### config.mk
export PLATFORM = sky130hd
export DESIGN_NAME = xdcr_dispatch
export DESIGN_NICKNAME = d
export VERILOG_FILES = /design/src/rtl/xdcr_pkg.sv /design/src/rtl/xdcr_datapath.sv /design/src/rtl/xdcr_control.sv /design/src/rtl/xdcr_dispatch.sv
export SDC_FILE = /design/constraint.sdc
export NUM_CORES = 1
export LEC_CHECK = 0
export CORE_UTILIZATION = 48
export CTS_BUF_LIST = sky130_fd_sc_hd__clkbuf_8
export DETAILED_ROUTE_END_ITERATION = 6
export GPL_TIMING_DRIVEN = 1
export PLACE_DENSITY = 0.82
export SYNTH_ARGS = -nofsm -noshare
export SYNTH_HDL_FRONTEND = slang
export SYNTH_SLANG_ARGS = --single-unit
### constraint.sdc
create_clock -name clk -period 2.3 [get_ports clk]
set_clock_uncertainty 0.15 [all_clocks]
set_input_delay 0.23 -clock clk [delete_from_list [all_inputs] [get_ports clk]]
set_output_delay 0.23 -clock clk [all_outputs]
set_load 0.02 [all_outputs]
### src/rtl/xdcr_pkg.sv
package xdcr_pkg;
  typedef enum logic [2:0] {
    RK_ERR, RK_SAMPLE, RK_META, RK_CHAN, RK_ACK, RK_TEST
  } replyKind_t;

  typedef struct packed {
    logic       latchAddr;
    logic       latchSample;
    logic       writeAct;
    logic       setKind;
    replyKind_t kind;
    logic       advance;
  } dpCmd_t;

  localparam logic [1:0] FN_SENSOR = 2'b00;
  localparam logic [1:0] FN_SHEET  = 2'b01;
  localparam logic [1:0] FN_ACT    = 2'b10;
  localparam logic [1:0] FN_TEST   = 2'b11;

  localparam logic [7:0] ERR_BYTE = 8'hEE;
  localparam logic [7:0] ACK_BYTE = 8'hAC;
endpackage

### src/rtl/xdcr_datapath.sv
module xdcr_datapath
  import xdcr_pkg::*;
#(
  parameter int NUM_CH    = 17,
  parameter int NUM_ACT   = 4,
  parameter int SAMPLE_W  = 12,
  parameter int META_BODY = 96
) (
  input  logic                 clk,
  input  logic                 rstN,
  input  dpCmd_t               cmd,
  input  logic [7:0]           rxData,
  input  logic [SAMPLE_W-1:0]  adcData,
  input  logic [7:0]           faultIn,
  output logic [4:0]           chanQ,
  output logic [7:0]           curByte,
  output logic                 lastByte,
  output logic [8*NUM_ACT-1:0] actOut
);
  localparam int META_LEN = 4 + META_BODY;
  localparam int CH_LEN   = 8;
  localparam int IDX_W    = $clog2(META_LEN + 1);

  logic [SAMPLE_W-1:0] sampleQ;
  logic [7:0]          faultQ;
  replyKind_t          kindQ;
  logic [IDX_W-1:0]    idxQ;
  logic [IDX_W-1:0]    replyLen;
  logic [IDX_W-1:0]    metaK;

  always_ff @(posedge clk) begin
    if (!rstN) begin
      chanQ   <= '0;
      sampleQ <= '0;
      faultQ  <= '0;
      kindQ   <= RK_ERR;
      idxQ    <= '0;
    end else begin
      if (cmd.latchAddr)   chanQ   <= rxData[4:0];
      if (cmd.latchSample) sampleQ <= adcData;
      if (cmd.setKind) begin
        kindQ  <= cmd.kind;
        idxQ   <= '0;
        faultQ <= faultIn;
      end else if (cmd.advance) begin
        idxQ <= idxQ + 1'b1;
      end
    end
  end

  for (genvar i = 0; i < NUM_ACT; i++) begin : g_act
    always_ff @(posedge clk) begin
      if (!rstN) actOut[8*i +: 8] <= '0;
      else if (cmd.writeAct && chanQ == 5'(i)) actOut[8*i +: 8] <= rxData;
    end
  end

  always_comb begin
    unique case (kindQ)
      RK_SAMPLE: replyLen = IDX_W'(2);
      RK_META:   replyLen = IDX_W'(META_LEN);
      RK_CHAN:   replyLen = IDX_W'(CH_LEN);
      default:   replyLen = IDX_W'(1);
    endcase
  end

  assign lastByte = (idxQ == replyLen - 1'b1);
  assign metaK    = idxQ - IDX_W'(4);

  always_comb begin
    curByte = ERR_BYTE;
    unique case (kindQ)
      RK_SAMPLE: curByte = (idxQ == '0) ? 8'(sampleQ >> 8) : sampleQ[7:0];
      RK_META: begin
        if (idxQ < IDX_W'(4))       curByte = 8'(32'(META_BODY) >> {idxQ[1:0], 3'b000});
        else if (metaK == '0)       curByte = 8'(NUM_CH);
        else if (metaK == IDX_W'(1)) curByte = 8'(NUM_ACT);
        else                        curByte = 8'(metaK) ^ 8'hA5;
      end
      RK_CHAN: begin
        case (idxQ[2:0])
          3'd0: curByte = 8'h01;
          3'd1: curByte = 8'h00;
          3'd2: curByte = 8'(chanQ - 5'd1);
          3'd3: curByte = 8'(SAMPLE_W);
          3'd4: curByte = 8'h11;
          3'd5: curByte = 8'h01;
          3'd6: curByte = 8'h43;
          default: curByte = 8'h01;
        endcase
      end
      RK_ACK:  curByte = ACK_BYTE;
      RK_TEST: curByte = faultQ;
      default: curByte = ERR_BYTE;
    endcase
  end

  a_r3_sample_high_nibble: assert property (@(posedge clk) disable iff (!rstN)
    (kindQ == RK_SAMPLE && idxQ == '0) |-> curByte[7:4] == 4'h0);
  a_r5_index_in_reply: assert property (@(posedge clk) disable iff (!rstN)
    idxQ < replyLen);
endmodule

### src/rtl/xdcr_control.sv
module xdcr_control
  import xdcr_pkg::*;
#(
  parameter int NUM_CH  = 17,
  parameter int NUM_ACT = 4
) (
  input  logic       clk,
  input  logic       rstN,
  input  logic       rxValid,
  input  logic [7:0] rxData,
  output logic       rxReady,
  output logic       txValid,
  input  logic       txReady,
  output logic       adcReq,
  input  logic       adcValid,
  input  logic [4:0] chanQ,
  input  logic       lastByte,
  output dpCmd_t     cmd
);
  localparam logic [5:0] CH_LIMIT  = 6'(NUM_CH);
  localparam logic [5:0] ACT_LIMIT = 6'(NUM_ACT);

  typedef enum logic [1:0] {ST_IDLE, ST_ADC, ST_ACTDATA, ST_SEND} state_t;
  state_t state, stateNext;

  logic       isRead;
  logic [1:0] fnCode;
  logic [5:0] chanIn;

  assign isRead = rxData[7];
  assign fnCode = rxData[6:5];
  assign chanIn = {1'b0, rxData[4:0]};

  always_ff @(posedge clk) begin
    if (!rstN) state <= ST_IDLE;
    else       state <= stateNext;
  end

  always_comb begin
    cmd       = '0;
    stateNext = state;
    rxReady   = (state == ST_IDLE) || (state == ST_ACTDATA);
    txValid   = (state == ST_SEND);
    adcReq    = (state == ST_ADC);
    unique case (state)
      ST_IDLE: if (rxValid) begin
        cmd.latchAddr = 1'b1;
        cmd.setKind   = 1'b1;
        cmd.kind      = RK_ERR;
        stateNext     = ST_SEND;
        unique case (fnCode)
          FN_SENSOR: if (isRead && chanIn < CH_LIMIT) begin
            cmd.setKind = 1'b0;
            stateNext   = ST_ADC;
          end
          FN_SHEET: if (isRead && chanIn <= CH_LIMIT)
            cmd.kind = (chanIn == '0) ? RK_META : RK_CHAN;
          FN_ACT: if (!isRead) begin
            cmd.setKind = 1'b0;
            stateNext   = ST_ACTDATA;
          end
          default: if (isRead) cmd.kind = RK_TEST;
        endcase
      end
      ST_ADC: if (adcValid) begin
        cmd.latchSample = 1'b1;
        cmd.setKind     = 1'b1;
        cmd.kind        = RK_SAMPLE;
        stateNext       = ST_SEND;
      end
      ST_ACTDATA: if (rxValid) begin
        cmd.setKind = 1'b1;
        if ({1'b0, chanQ} < ACT_LIMIT) begin
          cmd.writeAct = 1'b1;
          cmd.kind     = RK_ACK;
        end else begin
          cmd.kind = RK_ERR;
        end
        stateNext = ST_SEND;
      end
      default: if (txReady) begin
        if (lastByte) stateNext   = ST_IDLE;
        else          cmd.advance = 1'b1;
      end
    endcase
  end

  a_r10_no_rx_while_reply: assert property (@(posedge clk) disable iff (!rstN)
    txValid |-> !rxReady);
  a_r10_tx_valid_held: assert property (@(posedge clk) disable iff (!rstN)
    (txValid && !txReady) |=> txValid);
  a_r3_adc_req_held: assert property (@(posedge clk) disable iff (!rstN)
    (adcReq && !adcValid) |=> adcReq);
endmodule

### src/rtl/xdcr_dispatch.sv
module xdcr_dispatch
  import xdcr_pkg::*;
#(
  parameter int NUM_CH    = 17,
  parameter int NUM_ACT   = 4,
  parameter int SAMPLE_W  = 12,
  parameter int META_BODY = 96
) (
  input  logic                 clk,
  input  logic                 rstN,
  input  logic                 rxValid,
  input  logic [7:0]           rxData,
  output logic                 rxReady,
  output logic                 txValid,
  output logic [7:0]           txData,
  input  logic                 txReady,
  output logic                 adcReq,
  output logic [4:0]           adcChan,
  input  logic                 adcValid,
  input  logic [SAMPLE_W-1:0]  adcData,
  input  logic [7:0]           faultIn,
  output logic [8*NUM_ACT-1:0] actOut
);
  dpCmd_t     cmd;
  logic [4:0] chanQ;
  logic       lastByte;

  xdcr_control #(.NUM_CH(NUM_CH), .NUM_ACT(NUM_ACT)) u_control (
    .clk(clk), .rstN(rstN), .rxValid(rxValid), .rxData(rxData), .rxReady(rxReady),
    .txValid(txValid), .txReady(txReady), .adcReq(adcReq), .adcValid(adcValid),
    .chanQ(chanQ), .lastByte(lastByte), .cmd(cmd)
  );

  xdcr_datapath #(.NUM_CH(NUM_CH), .NUM_ACT(NUM_ACT), .SAMPLE_W(SAMPLE_W),
                  .META_BODY(META_BODY)) u_datapath (
    .clk(clk), .rstN(rstN), .cmd(cmd), .rxData(rxData), .adcData(adcData),
    .faultIn(faultIn), .chanQ(chanQ), .curByte(txData), .lastByte(lastByte),
    .actOut(actOut)
  );

  assign adcChan = chanQ;

  a_r10_tx_data_stable: assert property (@(posedge clk) disable iff (!rstN)
    (txValid && !txReady) |=> $stable(txData));
  a_r3_adc_chan_range: assert property (@(posedge clk) disable iff (!rstN)
    adcReq |-> ({1'b0, adcChan} < 6'(NUM_CH)));
  a_r7_act_only_on_byte: assert property (@(posedge clk) disable iff (!rstN)
    (actOut != $past(actOut)) |-> $past(rxValid && rxReady));
endmodule

; Word-level counts from Yosys, hierarchy flattened
; Cells that the tools add are included.
; Widths: inputs -> output; s select.
[op_classes]
addsub = 4
order_cmp = 4
eq_ne = 23
n_shift = 1
muxes = 37
bitwise = 2
reduce_logical = 19
[ops]
columns = operator, count
row1 = $pmux 8 s5, 2
row2 = $mux 8, 4
row3 = $pmux 7 s3, 1
row4 = $logic_not 7->1, 2
row5 = $mux 1, 13
row6 = $eq 3x2->1 const B, 4
row7 = $eq 3x3->1 const B, 4
row8 = $mux 2, 6
row9 = $pmux 4 s3, 1
row10 = $eq 5x2->1 const B, 2
row11 = $mux 3, 3
row12 = $mux 4, 2
row13 = $reduce_bool 4->1, 2
row14 = $shr 7x5->8 const A, 1
row15 = $add 7x1->7 const B, 1
row16 = $eq 7x1->1 const B, 1
row17 = $eq 7x7->1, 1
row18 = $lt 7x3->1 const B, 1
row19 = $sub 7x1->7 const B, 1
row20 = $sub 7x3->7 const B, 1
row21 = $eq 2x2->1 const B, 3
row22 = $eq 3x1->1 const B, 2
row23 = $logic_and 1x1->1, 6
row24 = $logic_not 6->1, 1
row25 = 21 further kinds, 25
[totals]
ff_bits = 69
out_inout_bits = 48
wordCells = 100

; Longest topological paths before layout
; Gate-level depths: netlist of run 1.
[depth]
depth_word = 7
mapped_depth = 9
mapped_depth_nobuf = 8

; Modules after synthesis
; From an unflattened synthesis of run 1, not the netlist that was laid out.
[unflattened]
hier_cells = 461
hier_area_um2 = 3937.5
[modules_own_cells]
columns = mod, n_inst, cells_per_inst, area_per_inst_um2, seq_area_each_um2
row1 = xdcr_datapath, 1, 414, 3548.4, 1341.3
row2 = xdcr_control, 1, 47, 389.1, 40.0

; Worst setup path after synthesis of run 1
; Ideal clock, no wire load.
[synth_timing]
path_type = flip-flop to output port
startpoint = reg u_datapath.idxQ[2]
endpoint = out txData[2]
arrival_time_ns = 2.190
required_ns = 1.920
setup_slack_ns = -0.270
stages_incl_launch_ff = 8
n_path_buf = 1
cell_sequence = dfxtp_1 clkbuf_1 inv_1 ha_1 nor4b_1 a22o_1 a21oi_1 o31ai_1
[synth_via]
elab_chain_len = 6
[synth_lines]
columns = item, line
row1 = "start, declared", xdcr_datapath.sv:27  ; logic [IDX_W-1:0] idxQ;
row2 = "start signal, assigned", xdcr_datapath.sv:46  ; idxQ <= idxQ + 1'b1;
row3 = $sub 7x3->7, xdcr_datapath.sv:68  ; assign metaK = idxQ - IDX_W'(4);
row4 = $eq 7x1->1 or $not 3->4 (tied branches), --
row5 = $mux 8, xdcr_datapath.sv:77  ; else if (metaK == IDX_W'(1)) curByte = 8'(NUM_ACT);
row6 = $mux 8, xdcr_datapath.sv:76  ; else if (metaK == '0) curByte = 8'(NUM_CH);
row7 = $mux 8, xdcr_datapath.sv:75  ; if (idxQ < IDX_W'(4)) curByte = 8'(32'(META_BODY) >> {idxQ[1:0], 3'b000});
row8 = $pmux 8 s5 *, xdcr_datapath.sv:72  ; unique case (kindQ)
row9 = "end, declared", xdcr_dispatch.sv:15  ; output logic [7:0] txData,
; Mark *: on every way between the ends. The rest lies on a longest branch, timed or not.

; Final worst setup path of run 1
[layout_timing]
startpoint = reg u_datapath.idxQ[2]
endpoint = out txData[0]
[layout_via]
elab_chain_len = 6
[layout_lines]
columns = item, line
row1 = $sub 7x3->7, xdcr_datapath.sv:68
row2 = $eq 7x1->1, xdcr_datapath.sv:77
row3 = $mux 8, xdcr_datapath.sv:77
row4 = $mux 8, xdcr_datapath.sv:76
row5 = $mux 8, xdcr_datapath.sv:75
row6 = $pmux 8 s5 *, xdcr_datapath.sv:72
; Marks and branches as above.

==> impl_results.md, run 1 <==
- Asr flop ratio synth: 0%
- Synthesized area per cell: 7.99 µm²
- FMAX: 408 MHz
- Gpl congestion: 0.937
- Worst VDD drop: 440 µV
- Place WS: -331 ps
- Fillers: 570
- Sequential fraction of the synthesis area: 35.5%
- RSZ-0062 raised after global routing: yes
- Wire length per cell: 16.0 µm
- Global route total overflow: 0
- Vias per cell: 5.61
- Worst path bufs/invs: 3
- CP Data Required Time: 1920 ps
- HPWL after detailed placement: 8290 µm
- CTS Buf Count: 9
- Dominant synthesized flop cell: dfxtp_1
- Crit-path max FO: 10
- Final WL: 11,500 µm
- Synth Warn #: 0
- Critical path arrival: 2070 ps
- Synth Instances: 487
- Die Ht: 92.1 µm
- First-pass GRT wire length: 17,900 µm
- CP max stage cell: dfxtp_4
- Commonest non-fill, non-tap cell in the layout: nand2_1
- Layout cell share with drive strength beyond 1: 22.4%
- Die width: 92.1 µm
- HP Class: in -> reg
- Power Dens Cells: 736 mW/mm²
- Most frequent cells in the layout: 104 x nand2_1, 70 x clkdlybuf4s50_1, 64 x dfxtp_1
- #FFs+latches synth: 69
- Die area: 0.00847 mm²
- Largest cells by area after synthesis: dfxtp_1 35%, nand2_1 10%, a21boi_0 8.9%, nand3_1 6.9%, ha_1 6.8%
- CTS Buffer Depth: 2
- Overall Global Routing Usage: 26.8%
- Lkg Pwr: 2.07 nW
- Setup Crit Path Kind: reg -> out
- Hold Path Depth: 3
- DR vias: 4,024
- CP delay by family, top: compound AO/OA/AOI/OAI gates
- Crit path capture type: primary output
- Post-layout nets: 665
- Post-synth cell types: 55
- # DRC: 0
- Sum of negative setup slack: -395 ps
- Register area: 0.00139 mm²
- Root buf cell: clkbuf_8
- Port Buffers: 80
- Initial core utilization: 50.1%
- Final Hold Viols: 0
- Initial antenna violation count: 0
- Final-report max-slew violation count: 0
- DR pass1 iterations: 5
- FP Rows: 32
- Crit-path cells: buf_6 -> nor2_4 -> xnor2_1 -> a22o_1 -> buf_6 -> a211o_1 -> o2111a_1 -> a21oi_2 -> buf_4
- Largest net degree at the start of global routing: 38
- Yosys top cell area share: 35.5%
- Core ar.: 0.00777 mm²
- Crit path launch type: register
- Worst R2R Path Depth: 9
- Tmin final: 2450 ps
- Setup WS post-layout: -149 ps
- Final setup fails: 6
- Syn Nets: 541
- Hold Buf Count CTS: 0
- Tcrit/Tclk final: 106%
- WP depth: 9
- Max-Cap Viols: 0
- Failing checks: setup timing
- Crit-path max cell delay: 390 ps
- Leading area contributor after synthesis: dfxtp_1
- Final Power: 0.00408 W
- DR iter-0 viols: 252
- Max_slew headroom: 65.2%
- Most used cell along the critical path: buf_6
- Area of the mapped netlist: 0.00389 mm²
- TritonCTS clock tree: yes
- Post-synth EDFFs: 0
- Vias in the first global route: 3,776
- CTS sink count: 69
- N_diodes: 0
- Clock-pin slew on the worst setup and hold paths: 70 ps
- H-tree Lvls: 3
- Multi-input logic area: 0.00249 mm²
- Area growth from synthesis to layout: 42.3%
- Skew-Pair Late Insertion Delay: 350 ps
- # IOs: 81
- Tightest Pin Transition: 515 ps
- Remaining antenna violation count after routing: 0
- Status: complete, but fails checks
## metrics by stage
step	cells	instance area (µm²)	util (%)	hold WS, ps
finish	717	5540	71.3	204
global route	717	5540	71.3	220
CTS	717	5440	70.1	193
detailed placement	700	5170	66.5	300
global placement	700	5170	66.5	296
floorplan	487	3910	-	210
## power breakdown
| part | leakage (nW) | internal [W] | switching [W] |
|---|---|---|---|
| sequential | 0.562 | 0.00131 | 0.0000832 |
| clock | 0.0915 | 0.000494 | 0.000472 |
| combinational | 1.41 | 0.000766 | 0.000953 |
| total | 2.07 | 0.00257 | 0.00151 |
## synth_stat cells, drive strengths merged, types with 8 or more instances
master / number
nand2: 104
dfxtp: 69
nand3: 54
a21boi: 50
o21ai: 22
clkbuf: 21
ha: 21
nor2: 21
a21oi: 13
inv: 11
buf: 10
mux2i: 8
## final cells by class
type                            instances  area share (%)
Sequential cell                        69            25.1
Clock inverter                          6            1.15
Inverter                               11           0.745
Clock buffer                            9            2.24
Tap cell                              102            2.30
Timing Repair Buffer                  144            23.5
Multi-Input combinational cell        376            44.9
## worst min-delay path, cell delays in order
cell and delay, ps:
buf_2 240, nand2_1 120, mux2i_1 60
## sequential cells by signal, summed over array words and instances, names as in the netlist
signal              flops
u_control.state         2
u_datapath.sampleQ     12
u_datapath.idxQ         7
u_datapath.chanQ        5
u_datapath.actOut      32
u_datapath.kindQ        3
u_datapath.faultQ       8
## what timing repair did
action | CTS | global route
gates resized for setup | 72 | 26
setup buffers | 2 | 0
gates cloned | 0 | 0
setup endpoints to repair | 13 | 15
pin swaps | 14 | 10
## layer usage
layer | share of wire, % | global-route usage, % | up-vias
met4 | 2.3 | 9.51 | 0
met3 | 6.4 | 5.97 | 26
met5 | 0 | 0 | -
met1 | 41 | 32.3 | 1905
met2 | 51 | 46.6 | 158
li1 | - | - | 1935
## cell families after synthesis
| logic type | after synthesis | synth area share [%] |
|---|---|---|
| buffers and inverters | 42 | 4.98 |
| and+or+nand+nor | 224 | 27.2 |
| adders and majority gates | 21 | 6.75 |
| DFF | 69 | 35.5 |
| xor gates and xnor gates | 13 | 2.93 |
| muxes | 8 | 2.06 |
| AOI/OAI and AO/OA | 110 | 20.6 |
## path summary, 6_finish.rpt
path,startpoint,end,slack [ps]
max,u_datapath.idxQ[2],txData[0],-150
min,rstN,u_control.state[0],200
max reg2reg,u_datapath.kindQ[2],u_datapath.idxQ[1],30
min reg2reg,u_datapath.actOut[15],u_datapath.actOut[15],310
No activity file was read; power rests on OpenSTA's default activity.
==> inputs of run 2 (changes only) <==
- GPL_ROUTABILITY_DRIVEN: unset -> 0
==> impl_results.md, run 2 (synthesis results as in run 1) <==
- Port Buffers: 80 (unchanged)
- Max_slew headroom: 64.0% (-1.2 points)
- DR vias: 4,080 (+1.4%)
- TritonCTS clock tree: yes
- Crit-path max FO: 5 (-5)
- Largest net degree at the start of global routing: 32 (-16%)
- Crit path launch type: register
- CTS Buffer Depth: 2 (unchanged)
- Failing checks: setup timing
- Tightest Pin Transition: 540 ps (+24.8 ps)
- Lkg Pwr: 2.13 nW (+3.3%)
- Register area: 0.00139 mm² (about the same)
- HPWL after detailed placement: 8460 µm (+2.0%)
- Most used cell along the critical path: buf_6
- Placed Area: 0.00519 mm² (+0.48%)
- Global route total overflow: 0 (unchanged)
- Commonest non-fill, non-tap cell in the layout: nand2_1
- Final setup fails: 6 (unchanged)
- H-tree Lvls: 3 (unchanged)
- Initial core utilization: 50.1% (unchanged)
- Skew-Pair Late Insertion Delay: 350 ps (about the same)
- Die area: 0.00847 mm² (unchanged)
- DR pass1 iterations: 5 (unchanged)
- Area growth from synthesis to layout: 46.3%
- CP Data Required Time: 1920 ps (about the same)
- Critical path arrival: 2150 ps (+80 ps)
- Worst path bufs/invs: 3 (unchanged)
- Overall Global Routing Usage: 27.2% (+0.38 points)
- Post-Layout Cell Count: 729 (+1.7%)
- Max reg flops: 32 (unchanged)
- CTS sink count: 69 (unchanged)
- Core ar.: 0.00777 mm² (unchanged)
- Hold Buf Count CTS: 0 (unchanged)
- Worst VDD drop: 522 µV (+19%)
- Fillers: 553 (-3.0%)
- Tmin final: 2530 ps (+85.0 ps)
- Most frequent cells in the layout: 103 x nand2_1, 70 x clkdlybuf4s50_1, 69 x buf_4
- Final-report max-slew violation count: 0 (unchanged)
- Root buf cell: clkbuf_8
- Crit path capture type: primary output
- Die width: 92.1 µm (unchanged)
- Vias per cell: 5.60 (-0.28%)
- RSZ-0062 raised after global routing: yes
- Final Hold Viols: 0 (unchanged)
- Largest Register: u_datapath.actOut
- First-pass GRT wire length: 18,300 µm (+1.9%)
- Power Dens Cells: 719 mW/mm² (-2.3%)
- # IOs: 81 (unchanged)
- Clock-pin slew on the worst setup and hold paths: 80 ps (about the same)
- Remaining antenna violation count after routing: 0 (unchanged)
- FP Rows: 32 (unchanged)
- DR iter-0 viols: 198 (-21%)
- Tcrit/Tclk final: 110% (+3.7 points)
- Die Ht: 92.1 µm (unchanged)
- Crit-path cells: and4bb_2 -> a22o_1 -> buf_4 -> and2_4 -> buf_6 -> o31ai_4 -> buf_6
- Final Power: 0.00410 W (+0.45%)
- CP delay by family, top: flip-flops
- CP max stage cell: dfxtp_1
- Layout cell share with drive strength beyond 1: 25.2% (+2.8 points)
- Final WL: 11,900 µm (+4.0%)
- Place WS: -392 ps (-60.9 ps)
- Multi-input logic area: 0.00255 mm² (+2.5%)
- N_diodes: 0 (unchanged)
- Wire length per cell: 16.4 µm (+2.3%)
- Post-layout nets: 676 (+1.7%)
- CTS Buf Count: 9 (unchanged)
- Dpl cells: 705 (+0.71%)
- Vias in the first global route: 3,962 (+4.9%)
- Largest regs: u_datapath.actOut (32), u_datapath.sampleQ (12), u_datapath.faultQ (8)
- Setup WS post-layout: -234 ps (-85.0 ps)
- HP Class: in -> reg
- Initial antenna violation count: 0 (unchanged)
- Max-Cap Viols: 0 (unchanged)
- Post-route cell area: 0.00570 mm² (+2.8%)
- # DRC: 0 (unchanged)
- FMAX: 395 MHz (-3.4%)
- Crit-path max cell delay: 540 ps (+150 ps)
- Setup Crit Path Kind: reg -> out
- Status: complete, but fails checks
-- run 2: worst paths after layout --
kind	startpoint	endpoint	slack, ps	cells after the start
setup / recovery	u_datapath.idxQ[6]	txData[2]	-230	7
hold / removal	rstN	u_control.state[1]	200	3
setup reg to reg	u_datapath.kindQ[2]	u_datapath.idxQ[0]	40	10
hold reg to reg	u_datapath.actOut[31]	u_datapath.actOut[31]	320	2
-- run 2: layout make-up --
type	instances	share of cell area, %
Multi-Input combinational cell	376	44.8
Timing Repair Buffer	155	24.6
Sequential cell	69	24.5
Tap cell	102	2.24
Clock buffer	9	2.17
Clock inverter	7	0.901
Inverter	11	0.857
-- run 2: power by group --
group	leakage (nW)	total, W	switching [W]	internal [W]
clock network	0.0856	0.000890	0.000497	0.000394
logic	1.48	0.00181	0.000984	0.000826
registers	0.563	0.00140	0.0000856	0.00131
-- run 2: stage by stage --
step / utilization, % / hold slack, ps / setup TNS, ps
after global routing: 73.3 / 211 / -1310
after floorplan: - / 210 / 0
after global placement: 66.8 / 298 / -1140
after detailed placement: 66.8 / 302 / -2020
after CTS: 70.4 / 190 / -746
final: 73.3 / 205 / -882
-- run 2: worst reg2reg max path, delay by kind of cell, from the launching register on --
family | cells | cell delay, ps
compound gates | 2 | 590
xor+xnor | 1 | 110
simple gates | 3 | 470
buf+inv | 3 | 310
flops | 1 | 360
fa+ha+maj | 1 | 170
-- run 2: per-layer routing --
metal  GRT usage, %  up-vias  share of wire, %
met2           49.8      151                52
met4           8.85        0               2.0
met3           6.63       29               6.0
met1           30.6     1937                40
li1               -     1963                 -
met5              0        -                 0
-- run 2: what timing repair did --
action                                  in CTS  in global routing
pin swaps                                   11                 24
setup buffers                                2                  7
gates resized for setup                     72                 49
endpoints found under the setup margin      12                 14
==> inputs of run 3 (changes only) <==
- CORE_UTILIZATION: 48 -> 53
- PLACE_DENSITY: 0.82 -> 0.85
- clock period: 2.3 -> 2.7 ns (I/O delays scaled with it)
==> impl_results.md, run 3 (synthesis results as in run 1) <==
- Status: finished, final reports clean
- HP Start: rstN
- Worst R2R Path Depth: 8 (-2)
- H-tree Lvls: 3 (unchanged)
- CP delay by family, top: compound AO/OA/AOI/OAI gates
- Remaining antenna violation count after routing: 0 (unchanged)
- Tightest Pin Transition: 448 ps (-91.4 ps)
- Crit-path cells: inv_4 -> ha_4 -> and4bb_2 -> a22o_1 -> buf_4 -> a211o_1 -> o2111a_1 -> a21oi_1 -> buf_4
- Overall Global Routing Usage: 28.3% (+1.2 points)
- Vias in the first global route: 3,542 (-11%)
- DR pass1 iterations: 5 (unchanged)
- HPWL after detailed placement: 7660 µm (-9.5%)
- Max reg flops: 32 (unchanged)
- Post-layout nets: 631 (-6.7%)
- R2R Setup Slk: 260 ps (+220 ps)
- Crit-path max FO: 4 (-1)
- Critical path arrival: 2260 ps (+110 ps)
- Worst VDD drop: 317 µV (-39%)
- Layout cell share with drive strength beyond 1: 14.1% (-11 points)
- Reg2reg end: u_datapath.idxQ[1]
- Tcrit/Tclk final: 99.3%
- Post-route cell area: 0.00512 mm² (-10%)
- Most used cell along the critical path: buf_4
- Met1 Usage GRT: 34.3% (+3.7 points)
- Final WL: 10,700 µm (-10%)
- Met3 usage: 6.03% (-0.60 points)
- DR vias: 3,830 (-6.1%)
- Max_slew headroom: 69.7% (+5.7 points)
- # DRC: 0 (unchanged)
- N_diodes: 0 (unchanged)
- Largest net degree at the start of global routing: 38 (+19%)
- Tmin final: 2680 ps
- Power Dens Cells: 632 mW/mm² (-12%)
- Worst path bufs/invs: 3 (unchanged)
- Port Buffers: 80 (unchanged)
- FP Rows: 30 (-6.3%)
- CTS Buffer Depth: 2 (unchanged)
- DR iter-0 viols: 256 (+29%)
- Global route total overflow: 0 (unchanged)
- Skew-Pair Late Insertion Delay: 350 ps (about the same)
- Die area: 0.00769 mm² (-9.2%)
- Hold Path Depth: 2 (-1)
- R2r startpoint: u_datapath.kindQ[1]
- Core ar.: 0.00694 mm² (-11%)
- Crit-path max cell delay: 360 ps (-180 ps)
- Root buf cell: clkbuf_8
- Crit path capture type: primary output
- Wire length per cell: 15.8 µm (-3.5%)
- Largest regs: u_datapath.actOut (32), u_datapath.sampleQ (12), u_datapath.faultQ (8)
- Fillers: 530 (-4.2%)
- Max-Cap Viols: 0 (unchanged)
- # IOs: 81 (unchanged)
- Lkg Pwr: 1.87 nW (-12%)
- Hold_ws: 229 ps (+24.2 ps)
- Layout Utilization: 73.7% (+0.37 points)
- Final Power: 0.00324 W (-21%)
- Die Ht: 87.7 µm (-4.7%)
- TritonCTS clock tree: yes
- CTS Buf Count: 9 (unchanged)
- Clock-pin slew on the worst setup and hold paths: 80 ps (about the same)
- FMAX: 373 MHz
- Met2 usage: 48.8% (-0.98 points)
- HP Class: in -> reg
- Hold Path End: u_datapath.chanQ[1]
- CTS sink count: 69 (unchanged)
- First-pass GRT wire length: 16,700 µm (-8.7%)
- Largest Register: u_datapath.actOut
- CP max stage cell: dfxtp_2
- Vias per cell: 5.66 (+1.1%)
- Initial core utilization: 56.1% (+5.9 points)
- Initial antenna violation count: 0 (unchanged)
- Commonest non-fill, non-tap cell in the layout: nand2_1
- Setup Crit Path Kind: reg -> out
- Final setup fails: 0 (-6)
- Most frequent cells in the layout: 104 x nand2_1, 71 x clkdlybuf4s50_1, 65 x dfxtp_1
- Final-report max-slew violation count: 0 (unchanged)
- Crit path launch type: register
- CP Data Required Time: 2280 ps (+360 ps)
- Final Hold Viols: 0 (unchanged)
- Area growth from synthesis to layout: 31.5%
- Placed Area: 0.00487 mm² (-6.1%)
- Busiest grt layer: met2
- Die width: 87.7 µm (-4.7%)
[run 3: cell count changes in the layout (fill, tap and decap cells not counted), sizes merged]
cell / previous run / this run
buf: 84 / 34
clkbuf: 9 / 12
dlygate4sd2: 1 / 2
bufinv: 0 / 1
clkinv: 4 / 2
clkdlybuf4s50: 70 / 71
[run 3: report_power, final]
group	leakage (nW)	switching, W	internal (W)
Sequential	0.561	0.0000775	0.00112
Combinational	1.22	0.000716	0.000497
Clock	0.0915	0.000408	0.000421
[run 3: routing by layer]
| layer | part of all wire [%] | wire, µm |
|---|---|---|
| met3 | 7.8 | 831 |
| met4 | 2.1 | 226 |
| met1 | 41 | 4360 |
| met5 | 0 | 0 |
| met2 | 49 | 5270 |
[run 3: what timing repair did]
action	4_1_cts	5_1_grt
gates resized for setup	24	26
hold buffers	0	0
setup endpoints to repair	8	7
buffers inserted	1	0
pin swaps	1	1
[run 3: final cells by class]
cell class                      instances  area [µm²]  area share (%)
Sequential cell                        69        1390            27.1
Timing Repair Buffer                  110         993            19.4
Inverter                               11        43.8           0.856
Tap cell                               96         120            2.35
Clock inverter                          6        63.8            1.25
Clock buffer                            9         124            2.42
Multi-Input combinational cell        376        2390            46.6
[run 3: worst max-delay path by stage]
stage | cells past startpoint | slack [ps] | endpoint | from
after detailed placement | 8 | -20 | txData[4] | u_datapath.idxQ[2]
after CTS | 8 | 9 | txData[2] | u_datapath.idxQ[2]
final | 9 | 20 | txData[0] | u_datapath.idxQ[3]
after global placement | 8 | 30 | txData[4] | u_datapath.idxQ[2]
after global routing | 9 | -120 | txData[3] | u_datapath.idxQ[1]
after floorplan | 7 | 90 | txData[2] | u_datapath.idxQ[2]
[run 3: stage by stage]
stage | setup slack [ps] | TNS, ps | std cells
6_report | 18.8 | 0 | 677
3_3_place_gp | 32.9 | 0 | 661
4_1_cts | 9.28 | 0 | 677
2_1_floorplan | 90.5 | 0 | 487
5_1_grt | -122 | -588 | 677
3_5_place_dp | -19.2 | -19.2 | 661
